==> config.mk <==
export PLATFORM = sky130hd
export DESIGN_NAME = trig_decide
export DESIGN_NICKNAME = d
export VERILOG_FILES = /design/src/rtl/trig_pkg.sv /design/src/rtl/trig_in_sync.sv /design/src/rtl/trig_term.sv /design/src/rtl/trig_cfg_regs.sv /design/src/rtl/trig_decide.sv
export SDC_FILE = /design/constraint.sdc
export NUM_CORES = 1
export LEC_CHECK = 0
export CORE_MARGIN = 2
export CORE_UTILIZATION = 40
export CTS_BUF_LIST = sky130_fd_sc_hd__clkbuf_2 sky130_fd_sc_hd__clkbuf_4 sky130_fd_sc_hd__clkbuf_8
export CTS_CLUSTER_SIZE = 40
export DETAILED_ROUTE_END_ITERATION = 12
export SLEW_MARGIN = 20
export SYNTH_ARGS = -nofsm -noshare
export SYNTH_HDL_FRONTEND = slang
export SYNTH_SLANG_ARGS = --single-unit
export TNS_END_PERCENT = 1
==> constraint.sdc <==
create_clock -name clk -period 6.85 [get_ports clk]
set_input_delay 2.055 -clock clk [delete_from_list [all_inputs] [get_ports clk]]
set_output_delay 2.055 -clock clk [all_outputs]
set_load 0.1 [all_outputs]
==> src/rtl/trig_pkg.sv <==
package trig_pkg;
  localparam int DEF_N_IN   = 20;
  localparam int DEF_N_TERM = 8;

  // fixed input positions used by the default configuration
  localparam int POS_A1 = 0;
  localparam int POS_A2 = 1;
  localparam int POS_B1 = 4;
  localparam int POS_C1 = 7;
  localparam int POS_D1 = 9;
  localparam int POS_L1 = 10;

  // control register layout
  localparam int CTRL_QEN_BIT = 0;
  localparam int CTRL_BYP_LSB = 1;
endpackage

==> src/rtl/trig_in_sync.sv <==
module trig_in_sync #(
  parameter int W = 20
) (
  input  logic         clk,
  input  logic         rst,
  input  logic [W-1:0] d_async,
  output logic [W-1:0] d_aligned
);
  logic [W-1:0] meta_q, sync_q, align_q;

  always_ff @(posedge clk) begin
    if (rst) begin
      meta_q  <= '0;
      sync_q  <= '0;
      align_q <= '0;
    end else begin
      meta_q  <= d_async;
      sync_q  <= meta_q;
      align_q <= sync_q;
    end
  end

  assign d_aligned = align_q;
endmodule

==> src/rtl/trig_term.sv <==
module trig_term #(
  parameter int W = 20
) (
  input  logic [W-1:0] vec,
  input  logic [W-1:0] need_hi,
  input  logic [W-1:0] need_lo,
  output logic         hit
);
  logic enabled, hi_ok, lo_ok;

  always_comb begin
    enabled = |(need_hi | need_lo);
    hi_ok   = ((vec & need_hi) == need_hi);
    lo_ok   = ((vec & need_lo) == '0);
    hit     = enabled && hi_ok && lo_ok;
  end
endmodule

==> src/rtl/trig_cfg_regs.sv <==
module trig_cfg_regs
  import trig_pkg::*;
#(
  parameter int N_IN   = DEF_N_IN,
  parameter int N_TERM = DEF_N_TERM,
  localparam int ADDRW = $clog2(2 * N_TERM + 3),
  localparam int IDXW  = $clog2(N_TERM)
) (
  input  logic                          clk,
  input  logic                          rst,
  input  logic                          wr_en,
  input  logic [ADDRW-1:0]              wr_addr,
  input  logic [N_IN-1:0]               wr_data,
  output logic [N_TERM-1:0][N_IN-1:0]   hi_masks,
  output logic [N_TERM-1:0][N_IN-1:0]   lo_masks,
  output logic [N_IN-1:0]               qual_hi,
  output logic [N_IN-1:0]               qual_lo,
  output logic                          qual_en,
  output logic [IDXW-1:0]               byp_idx
);
  localparam int A_QHI  = 2 * N_TERM;
  localparam int A_QLO  = 2 * N_TERM + 1;
  localparam int A_CTRL = 2 * N_TERM + 2;

  typedef logic [N_TERM-1:0][N_IN-1:0] mask_arr_t;

  function automatic mask_arr_t build_defaults();
    mask_arr_t m;
    m = '0;
    m[0][POS_A1] = 1'b1;
    m[1][POS_B1] = 1'b1;
    m[2][POS_A2] = 1'b1;
    m[2][POS_L1] = 1'b1;
    m[3][POS_C1] = 1'b1;
    m[4][POS_D1] = 1'b1;
    return m;
  endfunction

  localparam mask_arr_t DEF_HI = build_defaults();

  mask_arr_t         hi_q, lo_q;
  logic [N_IN-1:0]   qhi_q, qlo_q;
  logic              qen_q;
  logic [IDXW-1:0]   byp_q;

  always_ff @(posedge clk) begin
    if (rst) begin
      hi_q  <= DEF_HI;
      lo_q  <= '0;
      qhi_q <= '0;
      qlo_q <= '0;
      qen_q <= 1'b0;
      byp_q <= '0;
    end else if (wr_en) begin
      for (int t = 0; t < N_TERM; t++) begin
        if (wr_addr == ADDRW'(t))          hi_q[t] <= wr_data;
        if (wr_addr == ADDRW'(N_TERM + t)) lo_q[t] <= wr_data;
      end
      if (wr_addr == ADDRW'(A_QHI)) qhi_q <= wr_data;
      if (wr_addr == ADDRW'(A_QLO)) qlo_q <= wr_data;
      if (wr_addr == ADDRW'(A_CTRL)) begin
        qen_q <= wr_data[CTRL_QEN_BIT];
        byp_q <= wr_data[CTRL_BYP_LSB +: IDXW];
      end
    end
  end

  assign hi_masks = hi_q;
  assign lo_masks = lo_q;
  assign qual_hi  = qhi_q;
  assign qual_lo  = qlo_q;
  assign qual_en  = qen_q;
  assign byp_idx  = byp_q;
endmodule

==> src/rtl/trig_decide.sv <==
module trig_decide
  import trig_pkg::*;
#(
  parameter int N_IN   = DEF_N_IN,
  parameter int N_TERM = DEF_N_TERM,
  localparam int ADDRW = $clog2(2 * N_TERM + 3),
  localparam int IDXW  = $clog2(N_TERM)
) (
  input  logic              clk,
  input  logic              rst,
  input  logic              cfg_we,
  input  logic [ADDRW-1:0]  cfg_addr,
  input  logic [N_IN-1:0]   cfg_wdata,
  input  logic [N_IN-1:0]   sig_in,
  output logic              trig_req,
  output logic [N_TERM-1:0] trig_type
);
  logic [N_IN-1:0]             sig_al;
  logic [N_TERM-1:0][N_IN-1:0] hi_masks, lo_masks;
  logic [N_IN-1:0]             qual_hi, qual_lo;
  logic                        qual_en;
  logic [IDXW-1:0]             byp_idx;
  logic [N_TERM-1:0]           term_raw, term_vec;
  logic                        qual_hit, qual_ok;
  logic                        req_q;
  logic [N_TERM-1:0]           type_q;

  trig_in_sync #(.W(N_IN)) u_sync (
    .clk       (clk),
    .rst       (rst),
    .d_async   (sig_in),
    .d_aligned (sig_al)
  );

  trig_cfg_regs #(.N_IN(N_IN), .N_TERM(N_TERM)) u_regs (
    .clk      (clk),
    .rst      (rst),
    .wr_en    (cfg_we),
    .wr_addr  (cfg_addr),
    .wr_data  (cfg_wdata),
    .hi_masks (hi_masks),
    .lo_masks (lo_masks),
    .qual_hi  (qual_hi),
    .qual_lo  (qual_lo),
    .qual_en  (qual_en),
    .byp_idx  (byp_idx)
  );

  trig_term #(.W(N_IN)) u_qual (
    .vec     (sig_al),
    .need_hi (qual_hi),
    .need_lo (qual_lo),
    .hit     (qual_hit)
  );

  assign qual_ok = !qual_en || qual_hit;

  for (genvar i = 0; i < N_TERM; i++) begin : g_term
    trig_term #(.W(N_IN)) u_term (
      .vec     (sig_al),
      .need_hi (hi_masks[i]),
      .need_lo (lo_masks[i]),
      .hit     (term_raw[i])
    );
    assign term_vec[i] = term_raw[i] && (qual_ok || (byp_idx == IDXW'(i)));
  end

  always_ff @(posedge clk) begin
    if (rst) begin
      req_q  <= 1'b0;
      type_q <= '0;
    end else begin
      req_q <= |term_vec;
      if ((|term_vec) && !req_q) type_q <= term_vec;
    end
  end

  assign trig_req  = req_q;
  assign trig_type = type_q;
endmodule

==> metrics.yaml <==
seq_area_frac_synth: 0.4822
synth_edf_count: 0
rows: 77
peakVddDrop_uv: 188.1
synth_top_area_frac: 0.4822
critPathTopFamily: "buffers and inverters"
slew_violations: 0
ys.flop_type: "dfxtp_1"
gr-total-overflow: 0
yosys-top-cells-area: "dfxtp_1 48%, nand2_1 16%, a21oi_1 10%, mux2i_1 7.6%, clkbuf_1 3.4%"
setup_violations: 0
reg2reg_from: "u_sync.d_aligned[1]$_SDFF_PP0_"
reg2reg_slack_ns: 3.25
grt_pass1_wl_mm: 94.12
clock_skew_ns: 0.03306
timing.final.ws_setup_ns: 2.466
p_leak_uw: 0.006741
hold_start: "u_sync.sync_q[1]$_SDFF_PP0_"
fmax_mhz: 228.1
synthCells: 2287
clock_path_buffers: 3
yosys.area.top_type: "dfxtp_1"
crit_slowest_cell: "clkdlybuf4s50_1"
holdCritPathClass: "flip-flop to flip-flop"
synth_nets: 2335
yosys_warnings: 0
wl_per_cell_um: 21.13
clkSinkCount: 433
cp_max_fo: 10
yosys_register_bits: 433
clkLatencyLatePin_ns: 0.65
drt_iter0_markers: 1545
finalWirelength_mm: 61.86
antenna_found_initial: 4
globalplace.congestion: 0.9249
post-place-ws_ns: 2.162
vias_per_cell: 5.618
crit_path_start: "trig_req$_SDFF_PP0_"
required_ns: 4.80
syn_area_per_cell_um2: 7.860
synth.most_common_cell: "nand2_1"
synth_cell_type_count: 48
clockRootBuffer: "clkbuf_8"
cts_htree_levels: 3
hold_violations: 0
outcome: "completed"
synthTopCellsByCount: "767 x nand2_1, 433 x dfxtp_1, 368 x a21oi_1, 164 x clkbuf_1, 136 x mux2i_1"
endpoint_kind: "output port"
tightestPinTransition_ns: 1.203
synth_async_sr_flop_share: 0
fillers: 4424
io_pins: 57
rsz0062_at_grt: "false"
r2r_end: "trig_type[2]$_SDFFE_PP0P_"
relSlewSlack: 0.1878
start_util: 0.4056
drive_gt1_frac: 0.08647
die_area_mm2: 0.04665
dp_hpwl_mm: 36.49
power.density_mw_per_mm2: 261.8
drc: 0
cts_tree: "done"
drv_cap: 0
path_clk_slew_ns: 0.06
crit_buf_inv: 1
reg2reg_depth: 9
grt_use_total: 0.2621
cp-start-kind: "flip-flop"
crit_chain: "clkdlybuf4s50_1"
crit_type: "flip-flop to output port"
finalPower_uw: 5366
dr.pass1.iters: 6
hold_depth: 1
fp.coreArea_mm2: 0.04432
tns_ns: 0
critical_path_arrival_ns: 2.33
fin_crit_sh: 0.6400
cp_slowest_stage_delay_ns: 1.20
ant_nets: 0
cts.hold.buffers_added: 0
cts_resized: 0
numCtsBuffers: 73
grt_start_max_net_pins: 170
min_period_ns: 4.384
grt_pass1_vias: 15630
synth_area_mm2: 0.01798
post-cts-setup-buffers: 0
areaGrowthSynthToFinish_pct: 14.05
port_buffers: 56
die_w_um: 216.0
route.vias.total: 16450
hold_end: "u_sync.d_aligned[1]$_SDFF_PP0_"
die-height_um: 216.0
nets: 2331
num_antenna_cells: 0
==> cell usage in the layout, fill, tap and decap left out, drive strengths merged, types with 23 or more instances in the layout <==
cell type	synthesis	routed
nor4	93	93
nand4	50	50
clkdlybuf4s50	0	52
nor2b	79	79
inv	20	23
nand2	767	767
nor2	31	31
a21oi	368	368
buf	24	57
clkbuf	164	117
dfxtp	433	433
mux2i	136	136
==> registers in the layout, summed over array words and instances (netlist names) <==
name              count
trig_req              1
trig_type             8
u_regs.byp_idx        3
u_regs.hi_masks     160
u_regs.lo_masks     160
u_regs.qual_en        1
u_regs.qual_hi       20
u_regs.qual_lo       20
u_sync.d_aligned     20
u_sync.meta_q        20
u_sync.sync_q        20
==> final cells by class <==
class,count,area [um^2],area share
Inverter,20,75.07,0.003662
Sequential cell,433,8668,0.4228
Timing Repair Buffer,109,973.4,0.04748
Multi-Input combinational cell,1646,8507,0.4150
Tap cell,592,740.7,0.03613
Clock inverter,11,76.32,0.003723
Clock buffer,117,1460,0.07122
==> layer usage <==
metal / share of wire / global-route usage / up-vias / wire length [um]
met5: 0.00081 / 0 / - / 50
met3: 0.092 / 0.06145 / 167 / 5718
met1: 0.43 / 0.3549 / 7803 / 26720
li1: - / - / 7740 / -
met2: 0.43 / 0.3962 / 732 / 26610
met4: 0.045 / 0.1192 / 8 / 2759
==> worst max path at each step <==
| stage | to | slack (ns) | cells after the start |
|---|---|---|---|
| final | trig_req | 2.47 | 1 |
| after floorplan | u_regs.qual_hi[0]$_SDFFE_PP0P_ | 3.57 | 6 |
| after global routing | trig_req | 2.37 | 1 |
| after global placement | u_regs.hi_masks[58]$_SDFFE_PP0P_ | 2.14 | 5 |
| after detailed placement | u_regs.qual_lo[5]$_SDFFE_PP0P_ | 2.16 | 6 |
| after CTS | trig_req | 2.44 | 1 |
==> power breakdown <==
part	internal, uW	total (uW)	switching, uW
Sequential	2550	2580	22.5
Clock	1350	2420	1060
Combinational	107	374	267
Total	4010	5370	1350
==> through the flow <==
step / utilization / hold WS [ns] / area [um^2] / instances
after global routing: 0.4626 / 0.4447 / 20500 / 2928
after floorplan: - / 0.4138 / 17980 / 2287
final: 0.4626 / 0.4252 / 20500 / 2928
after global placement: 0.4279 / 0.4177 / 18960 / 2800
after detailed placement: 0.4279 / 0.4227 / 18960 / 2800
after CTS: 0.4626 / 0.4293 / 20500 / 2928
==> kinds of logic after synthesis <==
family,synth area share
buf+inv,0.04649
compound gates,0.1274
simple gates,0.2663
flops,0.4822
mux,0.07761
Power figures use the tool's default switching activity.
